$ cat src/rtl/ustep_alu_pkg.sv
package ustep_alu_pkg;
   localparam int OP_W = 4;

   typedef enum logic [OP_W-1:0] {
      OP_PASS_A = 4'd0,
      OP_PASS_B = 4'd1,
      OP_INC_S  = 4'd2,
      OP_DEC_S  = 4'd3,
      OP_INC_L  = 4'd4,
      OP_DEC_L  = 4'd5,
      OP_ADD    = 4'd6,
      OP_SUB    = 4'd7,
      OP_LT_S   = 4'd8,
      OP_LT_U   = 4'd9
   } alu_op_e;

   // comparator implementation choice
   localparam int CMP_NATIVE = 0;
   localparam int CMP_RIPPLE = 1;
endpackage

$ cat src/rtl/ustep_alu_addsub.sv
// Shared adder: A plus or minus a selected second operand.
module ustep_alu_addsub #(
   parameter int WIDTH = 32
) (
   input  logic [WIDTH-1:0] a_in,
   input  logic [WIDTH-1:0] k_in,
   input  logic             sub_en,
   output logic [WIDTH-1:0] sum_out
);
   logic [WIDTH-1:0] k_eff;

   always_comb begin
      k_eff   = sub_en ? ~k_in : k_in;
      sum_out = a_in + k_eff + {{(WIDTH-1){1'b0}}, sub_en};
   end
endmodule

$ cat src/rtl/ustep_alu_cmp.sv
// Magnitude comparator, signed and unsigned, two build variants.
module ustep_alu_cmp
   import ustep_alu_pkg::*;
#(
   parameter int WIDTH     = 32,
   parameter int CMP_STYLE = CMP_NATIVE
) (
   input  logic [WIDTH-1:0] a_in,
   input  logic [WIDTH-1:0] b_in,
   output logic             lt_s,
   output logic             lt_u
);
   localparam int MSB = WIDTH - 1;

   generate
      if (CMP_STYLE == CMP_RIPPLE) begin : g_ripple
         logic [WIDTH:0] brw;
         assign brw[0] = 1'b0;
         for (genvar i = 0; i < WIDTH; i++) begin : g_bit
            assign brw[i+1] = (~a_in[i] & b_in[i]) |
                              (~(a_in[i] ^ b_in[i]) & brw[i]);
         end
         assign lt_u = brw[WIDTH];
      end else begin : g_native
         assign lt_u = (a_in < b_in);
      end
   endgenerate

   // Equal signs: unsigned order matches signed order.
   assign lt_s = (a_in[MSB] ^ b_in[MSB]) ? a_in[MSB] : lt_u;
endmodule

$ cat src/rtl/ustep_alu_zdet.sv
// All-zero detector over the result word.
module ustep_alu_zdet #(
   parameter int WIDTH = 32
) (
   input  logic [WIDTH-1:0] word_in,
   output logic             is_zero
);
   assign is_zero = ~|word_in;
endmodule

$ cat src/rtl/ustep_alu.sv
module ustep_alu
   import ustep_alu_pkg::*;
#(
   parameter int WIDTH     = 32,
   parameter int STEP_S    = 1,
   parameter int STEP_L    = 4,
   parameter int CMP_STYLE = CMP_NATIVE
) (
   input  logic [OP_W-1:0]  op_sel,
   input  logic [WIDTH-1:0] opnd_a,
   input  logic [WIDTH-1:0] opnd_b,
   output logic [WIDTH-1:0] result,
   output logic             zero_flag
);
   localparam logic [WIDTH-1:0] K_S = WIDTH'(STEP_S);
   localparam logic [WIDTH-1:0] K_L = WIDTH'(STEP_L);

   generate
      if (WIDTH < 8) begin : g_bad_width
         $error("ustep_alu: WIDTH must be at least 8");
      end
      if (STEP_S < 1 || STEP_L <= STEP_S || STEP_L > 255) begin : g_bad_step
         $error("ustep_alu: need 1 <= STEP_S < STEP_L <= 255");
      end
      if (CMP_STYLE != CMP_NATIVE && CMP_STYLE != CMP_RIPPLE) begin : g_bad_cmp
         $error("ustep_alu: unknown CMP_STYLE");
      end
   endgenerate

   alu_op_e          op;
   logic [WIDTH-1:0] k_sel;
   logic             sub_en;
   logic [WIDTH-1:0] sum;
   logic             lt_s;
   logic             lt_u;

   assign op = alu_op_e'(op_sel);

   always_comb begin
      k_sel  = opnd_b;
      sub_en = 1'b0;
      unique case (op)
         OP_INC_S: k_sel = K_S;
         OP_DEC_S: begin k_sel = K_S; sub_en = 1'b1; end
         OP_INC_L: k_sel = K_L;
         OP_DEC_L: begin k_sel = K_L; sub_en = 1'b1; end
         OP_SUB:   sub_en = 1'b1;
         default:  ;
      endcase
   end

   ustep_alu_addsub #(.WIDTH(WIDTH)) u_addsub (
      .a_in   (opnd_a),
      .k_in   (k_sel),
      .sub_en (sub_en),
      .sum_out(sum)
   );

   ustep_alu_cmp #(.WIDTH(WIDTH), .CMP_STYLE(CMP_STYLE)) u_cmp (
      .a_in(opnd_a),
      .b_in(opnd_b),
      .lt_s(lt_s),
      .lt_u(lt_u)
   );

   always_comb begin
      case (op)
         OP_PASS_A: result = opnd_a;
         OP_PASS_B: result = opnd_b;
         OP_INC_S, OP_DEC_S, OP_INC_L, OP_DEC_L,
         OP_ADD, OP_SUB: result = sum;
         OP_LT_S:   result = {{(WIDTH-1){1'b0}}, lt_s};
         OP_LT_U:   result = {{(WIDTH-1){1'b0}}, lt_u};
         default:   result = '0;
      endcase
   end

   ustep_alu_zdet #(.WIDTH(WIDTH)) u_zdet (
      .word_in(result),
      .is_zero(zero_flag)
   );
endmodule

$ cat config.mk
export PLATFORM = sky130hd
export DESIGN_NAME = ustep_alu
export DESIGN_NICKNAME = d
export VERILOG_FILES = /design/src/rtl/ustep_alu_pkg.sv /design/src/rtl/ustep_alu_addsub.sv /design/src/rtl/ustep_alu_cmp.sv /design/src/rtl/ustep_alu_zdet.sv /design/src/rtl/ustep_alu.sv
export SDC_FILE = /design/constraint.sdc
export NUM_CORES = 1
export LEC_CHECK = 0
export CAP_MARGIN = 30
export CORE_MARGIN = 1
export CORE_UTILIZATION = 50
export DETAILED_ROUTE_END_ITERATION = 10
export PLACE_DENSITY = 0.81
export SYNTH_ARGS = -nofsm -noshare
export SYNTH_HDL_FRONTEND = slang
export SYNTH_SLANG_ARGS = --single-unit
$ cat constraint.sdc
create_clock -name vclk -period 6.6
set_input_delay 0.66 -clock vclk [all_inputs]
set_output_delay 0.66 -clock vclk [all_outputs]
set_load 0.005 [all_outputs]
==> summary.txt <==
STA
  – Final hold slack: 2.413 ns
  – Max transition margin: 49.60%
  – RSZ-0062 raised after global routing: false
  – Post-layout min period: 6.243 ns
  – Max Slew Vio Count: 0
  – Max Clock Freq: 160.2 MHz
  – Worst setup margin: 0.3569 ns
  – Worst-Margin Slew: 0.7560 ns
  – Setup TNS: 0 ns
  – Post-route clock period utilization: 94.59%
  – Final Hold Fails: 0
  – Setup-failing EPs final: 0

Cells and area
  – # diodes: 0
  – Final core utilization: 66.52%
  – FF+latch count: 0
  – Layout cell share with drive strength beyond 1: 4.832%
  – Area growth syn-to-layout: 26.85%
  – Clkbuf count: 0
  – Fillers: 703
  – Sequential cell area: 0 um^2
  – # nets final: 819

Yosys
  – Syn_nets: 735
  – Synth cell types: 71
  – Synth warn: 0
  – Synthesized area: 0.004115 mm^2
  – Register area share after synthesis: 0%
  – Post-Syn Area per Cell: 6.847 um^2
  – Post-Syn Instances: 601

Placed design
  – DP HPWL: 11880 um
  – Pre-CTS setup slack: 0.3196 ns
  – GP Congestion: 0.9607
  – IO buf count: 101

Global route
  – First-pass GRT wire length: 23250 um
  – All-Layer GR Usage: 32.92%
  – Grt total ovfl: 0
  – Vias in the first global route: 4643
  – GRT met1 Usage: 45.61%
  – GR Layer Usage met2: 56.48%
  – Initial antenna violation count: 0
  – Met3 GRT Util: 1.560%
  – Largest net degree at the start of global routing: 25
  – Gr busiest metal: met2

Critical path
  – CP Launch Type: input port
  – Max FO, Critical Path: 10
  – Worst EP required: 5.94 ns
  – WP data arrival: 5.58 ns
  – CP cell instances: clkdlybuf4s50_1, o21ba_1, nand2_1, buf_4, xor2_1, ha_1, nand4_1, nor4_4, nor4_1, a211oi_1, xnor2_1, a21oi_1, a2111oi_1, nand4b_1, nor4b_1, and4b_1, clkdlybuf4s50_1
  – Crit path kind: in2out
  – CP top delay family: simple AND/OR/NAND/NOR gates
  – Most used cell along the critical path: clkdlybuf4s50_1
  – CP endpoint kind: output port
  – Slowest CP cell: clkdlybuf4s50_1
  – Max stage delay on crit path: 0.50 ns
  – Critical path buffers and inverters: 3

Detailed routing
  – WL/cell: 18.26 um
  – Vias: 4876
  – DRC violations left: 0
  – Initial DRC Count: 313
  – DR vias/cell: 6.211
  – Total Wirelength: 14340 um
  – Pre-antenna DRT Iters: 4
  – Detail Route Antenna Nets: 0

Die
  – Die Width: 92.72 um
  – Die area: 0.008597 mm^2
  – Core ar.: 0.007848 mm^2
  – Row Count: 32
  – Die H: 92.72 um
  – Starting Density: 52.44%
  – I/O pins: 101

Pwr
  – Total design power: 0.6601 mW
  – Power density over the cells: 126.5 mW/mm^2
  – Peak supply drop: 0.06396 mV
  – P_leak: 2.370 nW

Status
  – Status: complete, no violations

CTS
  – # hold bufs at CTS: 0

Job
  – Max-cap violations: 0

Min path
  – Class of the worst hold path: in2out
tightest hold or removal path, stage by stage:
cell and delay (ns):
buf_2 0.12, buf_4 0.24, mux2i_1 0.18, o21ai_0 0.08, clkdlybuf4s50_1 0.45
cells by family after synthesis:
group,share of synthesized area [%]
AOI/OAI and AO/OA,29.34
muxes,7.054
xor gates and xnor gates,10.64
and+or+nand+nor,25.39
adders and majority gates,20.25
buffers and inverters,7.327
metrics by stage:
step	area [um^2]	instances
5_1_grt	5220	785
2_1_floorplan	4115	601
4_1_cts	5199	785
3_5_place_dp	5199	785
6_report	5220	785
3_3_place_gp	5199	785
what timing repair did:
item,in CTS,in global routing
endpoints found under the hold margin,0,0
resized for setup,0,4
buffers inserted,0,0
setup endpoints to repair,0,1
synth_stat cells (6+ instances only):
| library cell | count | area, um^2 |
|---|---|---|
| buf_2 | 10 | 50.05 |
| a21o_1 | 17 | 127.6 |
| o21a_1 | 7 | 52.55 |
| nand4_1 | 16 | 100.1 |
| ha_1 | 65 | 813.3 |
| a31oi_1 | 10 | 62.56 |
| o21ai_0 | 21 | 105.1 |
| nor2_1 | 35 | 131.4 |
| and2_1 | 7 | 43.79 |
| xor2_1 | 35 | 306.5 |
| o22ai_1 | 11 | 68.82 |
| o21bai_1 | 6 | 45.04 |
| nand3_1 | 14 | 70.07 |
| xnor2_1 | 15 | 131.4 |
| clkbuf_1 | 18 | 67.56 |
| a211oi_1 | 15 | 112.6 |
| nor3_1 | 10 | 50.05 |
| inv_1 | 39 | 146.4 |
| nand2b_1 | 6 | 37.54 |
| a21oi_1 | 51 | 255.2 |
| mux2i_1 | 29 | 290.3 |
| nand2_1 | 76 | 285.3 |
metal layers:
| layer | wire length [um] | vias up |
|---|---|---|
| met4 | 255 | 0 |
| met3 | 967 | 16 |
| met1 | 6570 | 2267 |
| met2 | 6541 | 202 |
| met5 | 0 | - |
| li1 | - | 2391 |
worst paths after layout:
check	depth (start not counted)	from	slack, ns	endpoint
worst max-delay path	17	op_sel[3]	0.36	zero_flag
worst min-delay path	5	op_sel[0]	2.41	result[22]
layout make-up:
| cell class | count | area, um^2 | area share [%] |
|---|---|---|---|
| Inverter | 39 | 146.4 | 2.804 |
| Multi-Input combinational cell | 529 | 3831 | 73.39 |
| Tap cell | 102 | 127.6 | 2.445 |
| Timing Repair Buffer | 115 | 1115 | 21.36 |
layout by cell type (no fill, tap or decap), types with 3 or more instances in the layout:
cell type / n
nor2b_1: 5
nor4b_1: 3
o21bai_1: 6
nand2b_1: 6
a31oi_1: 10
xor2_1: 35
nor3b_1: 3
o211ai_1: 4
a21o_1: 17
nor3_1: 10
nor4_1: 3
and2_1: 7
ha_1: 65
o21ai_0: 21
inv_1: 39
o21a_1: 7
nand4_1: 16
a221oi_1: 4
a21oi_1: 51
nand2_1: 76
nor2_1: 35
and4_1: 3
or2_2: 3
mux2i_1: 29
a211oi_1: 15
o22ai_1: 11
and3_1: 4
nand3_1: 14
buf_4: 13
xnor2_1: 15
clkdlybuf4s50_1: 100
power breakdown:
| group | internal (mW) | switching (mW) |
|---|---|---|
| logic | 0.306 | 0.354 |
| clock network | 0 | 0 |
| registers | 0 | 0 |
(Power assumes the default switching activity.)
